<file path="src/rtl/tsel_pkg.sv">
package tsel_pkg;
  localparam int EVT_N = 6;
  localparam int PER_W = 16;

  // Control word layout; field positions are part of the software contract.
  typedef struct packed {
    logic [PER_W-1:0] period;   // 31:16
    logic             sel_orb;  // 15
    logic [EVT_N-1:0] sel_evt;  // 14:9
    logic             sel_tick; // 8
    logic             rsv_hi;   // 7, ignored
    logic [EVT_N-1:0] lvl_evt;  // 6:1
    logic             rsv_lo;   // 0, ignored
  } tsel_cfg_t;

  localparam int CFG_W = $bits(tsel_cfg_t);
endpackage

</file>
<file path="src/rtl/tsel_cfg_reg.sv">
module tsel_cfg_reg
  import tsel_pkg::*;
(
  input  logic             clk,
  input  logic             rst_n,
  input  logic             wr_en,
  input  logic [CFG_W-1:0] wr_data,
  output tsel_cfg_t        cfg,
  output logic             restart
);
  tsel_cfg_t wr_cfg;

  always_comb begin
    wr_cfg        = tsel_cfg_t'(wr_data);
    wr_cfg.rsv_hi = 1'b0;
    wr_cfg.rsv_lo = 1'b0;
  end

  // A new period restarts the pulse counter on the same edge it is stored.
  assign restart = wr_en && (wr_cfg.period != cfg.period);

  always_ff @(posedge clk or negedge rst_n) begin
    if (!rst_n)     cfg <= '0;
    else if (wr_en) cfg <= wr_cfg;
  end
endmodule

</file>
<file path="src/rtl/tsel_pulse_gen.sv">
module tsel_pulse_gen #(
  parameter int PER_W  = 16,
  parameter int HIGH_W = 8
) (
  input  logic             clk,
  input  logic             rst_n,
  input  logic [PER_W-1:0] period,
  input  logic             restart,
  output logic             lvl
);
  localparam logic [PER_W-1:0] HIGH_V = PER_W'(HIGH_W);
  localparam logic [PER_W-1:0] ONE_V  = PER_W'(1);

  logic [PER_W-1:0] cnt;

  always_ff @(posedge clk or negedge rst_n) begin
    if (!rst_n)                        cnt <= '0;
    else if (restart || period == '0) cnt <= '0;
    else if (cnt >= period - ONE_V)    cnt <= '0;
    else                               cnt <= cnt + ONE_V;
  end

  assign lvl = (period != '0) && (cnt < HIGH_V);
endmodule

</file>
<file path="src/rtl/tsel_tick_gen.sv">
module tsel_tick_gen #(
  parameter int TICK_HI = 6,
  parameter int TICK_LO = 6
) (
  input  logic clk,
  input  logic rst_n,
  output logic lvl
);
  localparam int TOT = TICK_HI + TICK_LO;
  localparam int CW  = (TOT > 1) ? $clog2(TOT) : 1;
  localparam logic [CW-1:0] LAST = CW'(TOT - 1);
  localparam logic [CW-1:0] HI_V = CW'(TICK_HI);

  logic [CW-1:0] cnt;

  always_ff @(posedge clk or negedge rst_n) begin
    if (!rst_n)           cnt <= '0;
    else if (cnt == LAST) cnt <= '0;
    else                  cnt <= cnt + CW'(1);
  end

  assign lvl = (cnt < HI_V);
endmodule

</file>
<file path="src/rtl/tsel_line_sel.sv">
module tsel_line_sel #(
  parameter int LINES = 8
) (
  input  logic             clk,
  input  logic             rst_n,
  input  logic [LINES-1:0] ext_in,
  input  logic [LINES-1:0] tst_in,
  input  logic [LINES-1:0] sel,
  output logic [LINES-1:0] q
);
  logic [LINES-1:0] pick;

  for (genvar i = 0; i < LINES; i++) begin : g_line
    assign pick[i] = sel[i] ? tst_in[i] : ext_in[i];
  end

  always_ff @(posedge clk or negedge rst_n) begin
    if (!rst_n) q <= '0;
    else        q <= pick;
  end
endmodule

</file>
<file path="src/rtl/tsel_timing_src.sv">
module tsel_timing_src
  import tsel_pkg::*;
#(
  parameter int TICK_HI    = 6,
  parameter int TICK_LO    = 6,
  parameter int PULSE_HIGH = 8
) (
  input  logic             clk,
  input  logic             rst_n,
  input  logic             cfg_wr,
  input  logic [31:0]      cfg_wdata,
  input  logic             ext_tick,
  input  logic [5:0]       ext_evt,
  input  logic             ext_orbit,
  output logic             tick_o,
  output logic [5:0]       evt_o,
  output logic             orbit_o
);
  localparam int LINES = EVT_N + 2;

  tsel_cfg_t        cfg_q;
  logic             restart_w;
  logic             orb_lvl_w;
  logic             tick_lvl_w;
  logic [LINES-1:0] q_w;

  tsel_cfg_reg u_cfg (
    .clk     (clk),
    .rst_n   (rst_n),
    .wr_en   (cfg_wr),
    .wr_data (cfg_wdata),
    .cfg     (cfg_q),
    .restart (restart_w)
  );

  tsel_pulse_gen #(.PER_W(PER_W), .HIGH_W(PULSE_HIGH)) u_orb (
    .clk     (clk),
    .rst_n   (rst_n),
    .period  (cfg_q.period),
    .restart (restart_w),
    .lvl     (orb_lvl_w)
  );

  tsel_tick_gen #(.TICK_HI(TICK_HI), .TICK_LO(TICK_LO)) u_tick (
    .clk   (clk),
    .rst_n (rst_n),
    .lvl   (tick_lvl_w)
  );

  // Line order: orbit, six events, tick.
  tsel_line_sel #(.LINES(LINES)) u_sel (
    .clk    (clk),
    .rst_n  (rst_n),
    .ext_in ({ext_orbit, ext_evt, ext_tick}),
    .tst_in ({orb_lvl_w, cfg_q.lvl_evt, tick_lvl_w}),
    .sel    ({cfg_q.sel_orb, cfg_q.sel_evt, cfg_q.sel_tick}),
    .q      (q_w)
  );

  assign tick_o  = q_w[0];
  assign evt_o   = q_w[EVT_N:1];
  assign orbit_o = q_w[LINES-1];
endmodule

</file>
<file path="config.mk">
export PLATFORM = sky130hd
export DESIGN_NAME = tsel_timing_src
export DESIGN_NICKNAME = d
export VERILOG_FILES = /design/src/rtl/tsel_pkg.sv /design/src/rtl/tsel_cfg_reg.sv /design/src/rtl/tsel_pulse_gen.sv /design/src/rtl/tsel_tick_gen.sv /design/src/rtl/tsel_line_sel.sv /design/src/rtl/tsel_timing_src.sv
export SDC_FILE = /design/constraint.sdc
export NUM_CORES = 1
export LEC_CHECK = 0
export BUFFER_PORTS_ARGS = -buffer_cell sky130_fd_sc_hd__clkbuf_2
export CAP_MARGIN = 20
export CORE_MARGIN = 4
export CORE_UTILIZATION = 57
export DETAILED_ROUTE_END_ITERATION = 8
export GPL_TIMING_DRIVEN = 0
export PLACE_DENSITY = 0.8
export SLEW_MARGIN = 0
export SYNTH_ARGS = -nofsm -noshare
export SYNTH_HDL_FRONTEND = slang
export SYNTH_SLANG_ARGS = --single-unit
</file>
<file path="constraint.sdc">
create_clock -name clk -period 3.9 [get_ports clk]
set_clock_uncertainty 0.2 [all_clocks]
set_input_delay 0.78 -clock clk [delete_from_list [all_inputs] [get_ports clk]]
set_output_delay 0.78 -clock clk [all_outputs]
set_load 0.005 [all_outputs]
</file>
### After elaboration in Yosys (flattened, before gate mapping)

Cells that the tools add are included.

| operators by class | value |
|---|---|
| add/subtract/negate cells | 3 |
| eq/ne operators | 2 |
| mux-type cells | 11 |
| reduce and logical (&&, ||, !) cells | 5 |
| $lt $le $gt $ge | 3 |

Operator list:

| kind | number |
|---|---|
| 16-bit two-way mux | 2 |
| 16-bit by 1-bit adder with 16-bit output (second input constant) | 1 |
| 16-bit greater-or-equal comparator | 1 |
| 16-bit zero test | 1 |
| 16-bit by 4-bit less-than comparator with 1-bit output (second input constant) | 1 |
| 16-bit inequality test | 1 |
| 16-bit nonzero test | 1 |
| 16-bit by 1-bit subtractor with 16-bit output (second input constant) | 1 |
| 1-bit two-way mux | 8 |
| 4-bit by 1-bit adder with 4-bit output (second input constant) | 1 |
| 4-bit == test (second input constant) | 1 |
| 4-bit by 3-bit less-than comparator with 1-bit output (second input constant) | 1 |
| 4-bit two-way mux | 1 |
| 1-bit logical AND | 2 |
| 1-bit logical OR | 1 |

| storage, ports and cells | value |
|---|---|
| output and inout port bits | 8 |
| word-level logic and storage cells | 32 |
| register bits after elaboration | 58 |

### Longest topological paths before layout

Gate-level depths: netlist of run 1.

| logic depth | value |
|---|---|
| word-level depth | 4 |
| mapped depth | 14 |

### Cells and area by module

From an unflattened synthesis of run 1, not the netlist that was laid out.

| second synthesis, totals | value |
|---|---|
| cells, all modules | 278 |
| area total of the unflattened synthesis | 3215.6 µm² |

By module, submodules not included:

| module | instances | cells an instance | area an instance (µm²) |
|---|---|---|---|
| tsel_pulse_gen | 1 | 161 | 1428.9 |
| tsel_cfg_reg | 1 | 87 | 1306.3 |
| tsel_line_sel | 1 | 16 | 320.3 |
| tsel_tick_gen | 1 | 14 | 160.2 |

### Worst setup path before layout of run 1

Ideal clock, no wire load.

| timing | value |
|---|---|
| path kind | reg2reg |
| from | register u_cfg.cfg[16] in the netlist's numbering |
| to | register u_orb.cnt[14] |
| data arrival time | 3163 ps |
| cell stages (with the launch flop) | 15 |
| path slack | 465 ps |
| path buffers | 2 |
| data required time | 3628 ps |
| cell sequence | dfrtp_1 -> inv_1 -> ha_1 -> or4b_4 -> or3_4 -> nor3_1 -> xnor2_1 -> ha_1 -> nand4_1 -> nor2_1 -> nor4b_1 -> or4b_1 -> buf_6 -> buf_12 -> nor2_1 |

| on the way | value |
|---|---|
| cells in the longest elaborated chain, start to end | 4 |
| elaborated cells between the ends (all ways) | 8 |
| those cells by class | 1 x add/sub; 1 x order compare; 1 x eq/ne; 2 x mux; 3 x reduce/logical |

RTL lines:

| item | RTL line | text |
|---|---|---|
| from (decl) | tsel_cfg_reg.sv:8 | `output tsel_cfg_t cfg,` |
| from (signal assigned) | tsel_cfg_reg.sv:24 | `else if (wr_en) cfg <= wr_cfg;` |
| 16-bit by 1-bit subtractor with 16-bit output or 16-bit inequality test (tied branches) | tsel_pulse_gen.sv:19, tsel_cfg_reg.sv:20 |  |
| 16-bit greater-or-equal comparator or 1-bit logical AND (tied branches) | tsel_pulse_gen.sv:19, tsel_cfg_reg.sv:20 |  |
| 16-bit two-way mux or 1-bit logical OR (tied branches) | tsel_pulse_gen.sv:19, tsel_pulse_gen.sv:18 |  |
| 16-bit two-way mux * | tsel_pulse_gen.sv:18 | `else if (restart \|\| period == '0) cnt <= '0;` |
| to (signal assigned) | tsel_pulse_gen.sv:20 | `else cnt <= cnt + ONE_V;` |
| to (decl) | tsel_pulse_gen.sv:14 | `logic [PER_W-1:0] cnt;` |

Every way passes the cells marked *; elsewhere a longest branch is shown, timed or not.
A chain may end at the register's enable or synchronous reset.

### Final worst setup path of run 1

| timing | value |
|---|---|
| from | register u_cfg.cfg[16] in the netlist's numbering |
| to | register u_orb.cnt[7] |

Same word-level chain as after synthesis.

==> flow_summary.yaml, run 1 <==
power_and_ir_drop:
  p_per_area_mw_per_mm2: 387.7
  ir_drop_mv: 0.2343
  fin_total_pwr_mw: 1.455
  p_leak_nw: 1.710
worst_setup_path:
  startpoint: "u_cfg.cfg[16]"
  cp.required_ps: 3970
  reg2regPathDepth: 14
  reg2reg_slack_ps: 240
  critPathMaxFanout: 10
  crit_type: "flop to flop"
  crit_path_end_kind: "flop"
  timing.rr.end: "u_orb.cnt[7]"
  worst_ep_arrival_time_ps: 3740
  reg2reg_from: "u_cfg.cfg[16]"
  startpoint_type: "flop"
placement:
  dp_hpwl_mm: 4.659
  place.port_buffers: 47
  gp_congestion: 0.8332
routing:
  wire_per_inst_um: 14.77
  vias_per_cell: 5.407
  route.vias.total: 2336
  ant_nets: 0
  wirelength_mm: 6.381
  drt_first_pass_iters: 4
  drc: 0
  drtIter0Drc: 156
layout:
  nets: 417
  areaGrowthSynthToFinish_pct: 16.69
  num_antenna_cells: 0
  drive_above_1_share_pct: 30.00
flow_run:
  drv_cap: 0
clock_tree:
  cts_buffer_depth: 2
  cts_tree: "yes"
  postCtsSetupBuffers: 0
  htree_num_levels: 3
  cts_inserted_buffers: 9
  cts_sinks: 58
  root_buffer: "clkbuf_8"
  clkTransAtPathRegs_ps: 70
  clk_latency_ps: 340
global_route:
  gr-total-overflow: 0
  grt_first_pass_wirelength_mm: 11.53
  grt_antenna_before_repair: 0
  track_usage_pct: 20.72
  grt_pass1_vias: 2543
  grt_max_degree: 59
synth:
  yosys_register_bits: 58
  synth_area_leaders: "dfrtp_1 (45%), mux2_2 (12%), xnor2_1 (7.9%), ha_1 (7.4%), xor2_1 (4.4%)"
  syn_inst: 297
  yosys.area.top_type_share_pct: 45.14
  ys_seq_area_share_pct: 45.14
  synth_enable_flop_cells: 0
  syn_area_sq_mm: 0.003216
  synth_ff_type: "dfrtp_1"
  synth_async_sr_flop_share_pct: 100.0
  ys_warn_count: 0
  synth_fp_nets: 359
  synth_area_leader_cell: "dfrtp_1"
  synth.distinct_cells: 33
  avgSynthCellArea_sq_um: 10.83
hold_path:
  min_from: "u_tick.cnt[0]"
  hold_end: "u_tick.cnt[0]"
  worstHoldPathType: "flop to flop"
  hold_path_depth: 1
timing:
  clock.fmax_ghz: 0.2729
  rsz0062_at_grt: "no"
  min_period_over_period_pct: 93.96
  slew_viol_final: 0
  relSlewSlack_pct: 47.78
  tightest_slew_ps: 783.4
  finalSetupViolCount: 0
  finalSetupTns_ps: 0
  min_period_ps: 3665
  hold_viol_final: 0
floorplan:
  io_pins: 51
  die_area_sq_mm: 0.006907
  rows: 27
  core_sq_mm: 0.005473
  die_w_um: 83.11
  die_h_um: 83.11
  initial_core_util_pct: 58.76
run_status:
  status: "complete, no violations"
==> repair_timing <==
| action | 4_1_cts | 5_1_grt |
|---|---|---|
| endpoints found under the hold margin | 0 | 0 |
| gates resized for setup | 0 | 1 |
| hold buffers | 0 | 0 |
| setup endpoints to repair | 0 | 2 |
==> sequential cells by signal, summed over array words and instances, names as in the netlist <==
name	count
u_tick.cnt	4
u_orb.cnt	16
u_sel.q	8
u_cfg.cfg	30
==> worst max-delay path by stage <==
stage | to | slack [ps] | depth (start not counted)
finish | u_orb.cnt[7] | 240 | 14
global route | u_orb.cnt[13] | 10 | 14
CTS | u_orb.cnt[7] | 210 | 14
detailed placement | u_orb.cnt[7] | 230 | 14
global placement | u_orb.cnt[6] | 280 | 14
floorplan | u_orb.cnt[14] | 470 | 14
==> cells in the mapped netlist, drive strengths merged (2+ instances only) <==
cell type	instances
nand3	5
clkbuf	7
nand4	11
mux2	35
xor2	16
buf	3
nor4	9
a21oi	7
inv	7
ha	19
nor3	10
xnor2	29
o21ai	5
dfrtp	58
or4b	2
o22ai	2
nor4b	2
nand2	32
nor2	28
==> critical path, stage by stage (launching register included) <==
cell,delay [ps]
dfrtp_1,410
inv_1,110
ha_1,220
or4b_4,490
or3_4,390
nor2_1,140
xnor2_1,140
ha_1,270
nand4_1,120
nor2_1,80
nor4b_1,140
or4b_1,500
buf_6,160
buf_12,130
nor2_1,100
==> layer usage <==
layer  up-vias  part of all wire (%)  track usage [%]
met3        14                   4.5            4.762
met5         -                     0                0
met4         0                   2.2            9.064
met2        49                    48            34.26
met1      1120                    45            25.93
li1       1153                     -                -
==> cells by family after synthesis <==
kind of cell / Yosys count / share of synthesized area [%]
compound gates: 20 / 3.969
xor+xnor: 45 / 12.26
fa+ha+maj: 19 / 7.393
buf+inv: 17 / 2.841
flops: 58 / 45.14
mux: 35 / 12.26
simple gates: 103 / 16.15
==> cell usage in the layout, fill, tap and decap left out, types with 2 or more instances in the layout <==
master    instances
dfrtp_1          58
clkbuf_2         46
mux2_2           35
nand2_1          32
xnor2_1          29
nor2_1           28
ha_1             19
xor2_1           16
nand4_1          11
clkbuf_8         11
nor3_1            9
nor4_1            8
clkbuf_1          7
inv_1             7
a21oi_1           7
o21ai_0           5
nand3_1           5
clkinv_2          3
nor4b_1           2
o22ai_1           2
==> power by group <==
| part | switching [mW] | internal (mW) |
|---|---|---|
| Combinational | 0.0921 | 0.108 |
| Sequential | 0.0392 | 0.645 |
| Clock | 0.245 | 0.326 |
| Total | 0.376 | 1.08 |
==> cell type report <==
cell class / instances / area (sq um)
Clock inverter: 5 / 52.55
Sequential cell: 58 / 1451
Fill cell: 434 / 1720
Tap cell: 72 / 90.09
Clock buffer: 11 / 151.4
Buffer: 10 / 65.06
Inverter: 7 / 26.28
Timing Repair Buffer: 47 / 237.7
Multi-Input combinational cell: 222 / 1678
==> through the flow <==
step / area [sq um] / cells / hold slack [ps] / utilization (%) / setup slack [ps]
floorplan: 3216 / 297 / 227.4 / - / 465.1
global placement: 3541 / 416 / 248.6 / 64.70 / 279.4
detailed placement: 3543 / 416 / 258.0 / 64.75 / 231.3
CTS: 3747 / 432 / 272.0 / 68.47 / 210.6
global route: 3752 / 432 / 303.5 / 68.56 / 10.58
finish: 3752 / 432 / 279.2 / 68.56 / 235.4
Power figures use the tool's default switching activity.
==> run 2: changes to the inputs <==
--- a/config.mk
+++ b/config.mk
@@ -11,7 +11,7 @@
 export CORE_UTILIZATION = 57
 export DETAILED_ROUTE_END_ITERATION = 8
 export GPL_TIMING_DRIVEN = 0
-export PLACE_DENSITY = 0.8
+export PLACE_DENSITY = 0.78
 export SLEW_MARGIN = 0
 export SYNTH_ARGS = -nofsm -noshare
 export SYNTH_HDL_FRONTEND = slang
==> run 2 against run 1 <==
Via count up 2.1%. Final area down 0.37%. Highest routed layer unchanged. Critical path type unchanged. Largest power group unchanged. Worst setup slack got worse by 44 ps.
==> flow_summary.yaml, run 2 (same netlist as run 1, synthesis figures left out) <==
worst_setup_path:
  reg2regPathDepth: 14
  crit_path_end_kind: "flop"
  crit_type: "flop to flop"
  cp.required_ps: 3980
  worst_ep_arrival_time_ps: 3790
  startpoint_type: "flop"
  critPathMaxFanout: 10
placement:
  gp_congestion: 0.8374
  placed_area_sq_mm: 0.003543
  dp_hpwl_mm: 4.807
  dp.cells: 416
  place.port_buffers: 47
timing:
  finalSetupTns_ps: 0
  min_period_ps: 3708
  slew_viol_final: 0
  hold_viol_final: 0
  finalSetupViolCount: 0
  relSlewSlack_pct: 44.67
  clock.fmax_ghz: 0.2697
  min_period_over_period_pct: 95.08
  rsz0062_at_grt: "no"
  tightest_slew_ps: 821.0
power_and_ir_drop:
  p_leak_nw: 1.700
  p_per_area_mw_per_mm2: 376.1
  ir_drop_mv: 0.2730
global_route:
  grt_max_degree: 59
  grt_pass1_vias: 2442
  grt_antenna_before_repair: 0
  track_usage_pct: 20.41
  grt_first_pass_wirelength_mm: 11.17
  gr-total-overflow: 0
layout:
  nets: 417
  top_register: "u_cfg.cfg"
  drive_above_1_share_pct: 30.00
  areaGrowthSynthToFinish_pct: 16.26
  largest_reg_flops: 30
  layout_commonest_cell: "dfrtp_1"
  mostFrequentLayoutCells: "dfrtp_1 (58), clkbuf_2 (46), mux2_2 (35)"
  final_area_sq_mm: 0.003739
  num_antenna_cells: 0
  fin_util_pct: 68.31
  fin_cells: 432
  fillers: 425
  reg.largest.list: "u_cfg.cfg: 30 flops, u_orb.cnt: 16 flops, u_sel.q: 8 flops"
floorplan:
  initial_core_util_pct: 58.76
  rows: 27
  die_h_um: 83.11
  io_pins: 51
  die_area_sq_mm: 0.006907
  core_sq_mm: 0.005473
  die_w_um: 83.11
run_status:
  status: "complete, no violations"
routing:
  drtIter0Drc: 129
  ant_nets: 0
  drt_first_pass_iters: 4
  vias_per_cell: 5.519
  route.vias.total: 2384
  wirelength_mm: 6.486
  wire_per_inst_um: 15.01
  drc: 0
hold_path:
  worstHoldPathType: "flop to flop"
  hold_path_depth: 1
clock_tree:
  cts_inserted_buffers: 9
  cts_tree: "yes"
  clk_latency_ps: 350
  clkTransAtPathRegs_ps: 70
  cts_buffer_depth: 2
  holdBufCountCts: 0
  postCtsSetupBuffers: 0
  root_buffer: "clkbuf_8"
  htree_num_levels: 3
  cts_sinks: 58
flow_run:
  drv_cap: 0
run 2: cell types whose count changed in the layout (fill, tap and decap cells not counted):
cell        delta
clkinvlp_4     +1
clkinv_2       -1
bufinv_16      -1
clkbuf_8       +1
run 2: area by class of cell:
type,instances,area (sq um),area share (%)
buffer,10,65.06,1.740
multi-input combinational,222,1678,44.88
clock buffer,12,165.2,4.418
sequential,58,1451,38.82
inverter,7,26.28,0.7028
tap,72,90.09,2.410
timing repair buffer,47,237.7,6.359
clock inverter,4,25.02,0.6693
run 2: stage by stage:
step,hold slack (ps),setup WS (ps),power [mW]
finish,271.7,191.8,1.406
global route,294.9,30.97,1.480
CTS,273.0,149.2,1.422
detailed placement,258.4,185.9,0.8967
global placement,251.4,274.1,0.8860
floorplan,227.4,465.1,0.8174
run 2: report_power, final:
group / total (mW) / internal [mW] / switching [mW] / leakage, nW
Clock: 0.521 / 0.280 / 0.242 / 0.0944
Combinational: 0.200 / 0.108 / 0.0921 / 0.889
Sequential: 0.685 / 0.645 / 0.0396 / 0.716
Total: 1.41 / 1.03 / 0.373 / 1.70
run 2: worst max-delay path, cell delays in order, from the launching register on:
cell and delay, ps:
dfrtp_1 410, inv_1 110, ha_1 210, or4b_4 490
or3_4 390, nor2_1 150, xnor2_1 130, ha_1 260
nand4_1 130, nor2_1 80, nor4b_1 150, or4b_1 510
buf_6 160, buf_12 130, nor2_1 110
run 2: final timing paths:
kind	startpoint	to	slack [ps]
hold reg to reg	u_tick.cnt[0]	u_tick.cnt[0]	270
setup / recovery	u_cfg.cfg[16]	u_orb.cnt[14]	190
min in group asynchronous	rst_n	u_cfg.cfg[15]	340
setup reg to reg	u_cfg.cfg[16]	u_orb.cnt[14]	190
max in group asynchronous	rst_n	u_cfg.cfg[29]	2660
hold / removal	u_tick.cnt[0]	u_tick.cnt[0]	270
run 2: repair_timing:
action,CTS,global route
endpoints found under the hold margin,0,0
gates resized for setup,0,1
endpoints found under the setup margin,0,4
run 2: routing by layer:
layer | vias to the layer above | wire length (um) | global-route usage [%]
met1 | 1153 | 2855 | 25.53
met5 | - | 0 | 0
li1 | 1156 | - | -
met4 | 0 | 133 | 10.10
met3 | 13 | 407 | 5.952
met2 | 62 | 3091 | 32.29
==> run 3: changes to the inputs <==
--- a/config.mk
+++ b/config.mk
@@ -6,12 +6,11 @@
 export NUM_CORES = 1
 export LEC_CHECK = 0
 export BUFFER_PORTS_ARGS = -buffer_cell sky130_fd_sc_hd__clkbuf_2
-export CAP_MARGIN = 20
 export CORE_MARGIN = 4
-export CORE_UTILIZATION = 57
+export CORE_UTILIZATION = 53
 export DETAILED_ROUTE_END_ITERATION = 8
 export GPL_TIMING_DRIVEN = 0
-export PLACE_DENSITY = 0.78
+export PLACE_DENSITY = 0.73
 export SLEW_MARGIN = 0
 export SYNTH_ARGS = -nofsm -noshare
 export SYNTH_HDL_FRONTEND = slang
==> run 3 against run 2 <==
First-iteration DRC count shrank 43%. Critical path type unchanged. Combinational power is essentially flat. Highest routed layer unchanged. Routed wire length is 1.6% lower. Cell count is 0.69% higher.
==> flow_summary.yaml, run 3 (same netlist as run 1, synthesis figures left out) <==
routing:
  vias_per_cell: 5.343
  ant_nets: 0
  drtIter0Drc: 74
  wirelength_mm: 6.383
  drt_first_pass_iters: 4
  wire_per_inst_um: 14.67
  route.vias.total: 2324
  drc: 0
timing:
  finalSetupTns_ps: 0
  finalSetupViolCount: 0
  relSlewSlack_pct: 47.37
  clock.fmax_ghz: 0.2719
  min_period_over_period_pct: 94.30
  rsz0062_at_grt: "no"
  hold_viol_final: 0
  tightest_slew_ps: 780.9
  fin_hold_ws_ps: 283.2
  min_period_ps: 3678
  slew_viol_final: 0
  fin_ws_ps: 222.2
placement:
  place.port_buffers: 47
  gp_congestion: 0.8249
  place_ws_ps: 224.0
  dp_hpwl_mm: 4.815
  dp.cells: 419
global_route:
  grt_pass1_vias: 2398
  grt_max_degree: 59
  grt_antenna_before_repair: 0
  grt_first_pass_wirelength_mm: 11.12
  track_usage_pct: 19.30
  gr-total-overflow: 0
clock_tree:
  clk_latency_ps: 340
  postCtsSetupBuffers: 0
  clkTransAtPathRegs_ps: 70
  holdBufCountCts: 0
  cts_tree: "yes"
  cts_inserted_buffers: 9
  ctsResizeCount: 0
  htree_num_levels: 3
  root_buffer: "clkbuf_8"
  cts_sinks: 58
  cts_buffer_depth: 2
flow_run:
  drv_cap: 0
power_and_ir_drop:
  p_per_area_mw_per_mm2: 367.2
  p_leak_nw: 1.689
  ir_drop_mv: 0.2984
layout:
  largest_reg_flops: 30
  fillers: 515
  mostFrequentLayoutCells: "dfrtp_1 (58), clkbuf_2 (46), mux2_2 (35)"
  layout_commonest_cell: "dfrtp_1"
  regArea_sq_mm: 0.001451
  num_antenna_cells: 0
  fin_cells: 435
  nets: 417
  areaGrowthSynthToFinish_pct: 15.64
  reg.largest.list: "u_cfg.cfg: 30 flops, u_orb.cnt: 16 flops, u_sel.q: 8 flops"
  drive_above_1_share_pct: 29.44
  multiInputGateArea_sq_mm: 0.001673
  top_register: "u_cfg.cfg"
worst_setup_path:
  path_cells: "inv_1, ha_1, or4b_4, or3_4, nor2_1, xnor2_1, ha_1, nand4_1, nor2_1, nor4b_1, or4b_1, buf_6, buf_12, nor2_1"
  path_depth: 14
  cp_slowest_stage_delay_ps: 500
  cp_slowest_cell: "or4b_1"
  worst_ep_arrival_time_ps: 3740
  crit_path_end_kind: "flop"
  cp_top_family: "simple AND/OR/NAND/NOR gates"
  reg2regPathDepth: 14
  crit_type: "flop to flop"
  startpoint_type: "flop"
  critical_path_buf_inv_count: 3
  cp.required_ps: 3960
  cp_common_cell: "nor2_1"
  critPathMaxFanout: 10
hold_path:
  worstHoldPathType: "flop to flop"
  hold_path_depth: 1
floorplan:
  initial_core_util_pct: 54.31
  rows: 28
  core_sq_mm: 0.005921
  io_pins: 51
  die_area_sq_mm: 0.007377
  die_h_um: 85.89
  die_w_um: 85.89
run_status:
  status: "complete, no violations"
-- run 3: cell count changes in the layout (fill, tap and decap cells not counted) --
cell	previous run	this run
clkbuf_1	7	8
clkbuf_8	12	10
clkinv_2	2	3
nor3_1	9	10
nor3_2	1	0
-- run 3: cell type report --
type                            count  area share, %
Multi-Input combinational cell    222          44.99
Timing Repair Buffer               47          6.393
Inverter                            7         0.7066
Tap cell                           75          2.524
Clock buffer                       11          3.802
Clock inverter                      5         0.8075
Buffer                             10          1.750
Sequential cell                    58          39.03
-- run 3: worst paths after layout --
path / startpoint / endpoint / slack (ps)
setup / recovery: u_cfg.cfg[16] / u_orb.cnt[5] / 220
hold / removal: u_tick.cnt[0] / u_tick.cnt[0] / 280
setup reg to reg: u_cfg.cfg[16] / u_orb.cnt[5] / 220
hold reg to reg: u_tick.cnt[0] / u_tick.cnt[0] / 280
max in group asynchronous: rst_n / u_tick.cnt[1] / 2630
min in group asynchronous: rst_n / u_orb.cnt[11] / 340
-- run 3: power breakdown --
part           internal, mW  switching [mW]  total [mW]
Combinational         0.108          0.0916       0.200
Sequential            0.645          0.0388       0.684
Clock                 0.244           0.238       0.482
Total                 0.997           0.369        1.37
-- run 3: worst reg2reg max path: stages (launching register included) --
cell and delay (ps):
dfrtp_1 410, inv_1 110, ha_1 210, or4b_4 490, or3_4 390, nor2_1 150, xnor2_1 140, ha_1 270
nand4_1 130, nor2_1 80, nor4b_1 140, or4b_1 500, buf_6 160, buf_12 130, nor2_1 100
-- run 3: per-stage QoR --
step | area [sq um] | utilization, % | power, mW
2_1_floorplan | 3216 | - | 0.8174
3_3_place_gp | 3545 | 59.87 | 0.8863
3_5_place_dp | 3547 | 59.91 | 0.8967
4_1_cts | 3719 | 62.81 | 1.381
5_1_grt | 3719 | 62.81 | 1.435
6_report | 3719 | 62.81 | 1.366
-- run 3: metal layers --
layer / vias to the layer above / wire (um) / global-route usage, %
li1: 1151 / - / -
met1: 1110 / 2864 / 24.66
met2: 54 / 3122 / 31.53
met3: 9 / 335 / 6.628
met4: 0 / 60 / 4.748
met5: - / 0 / 0
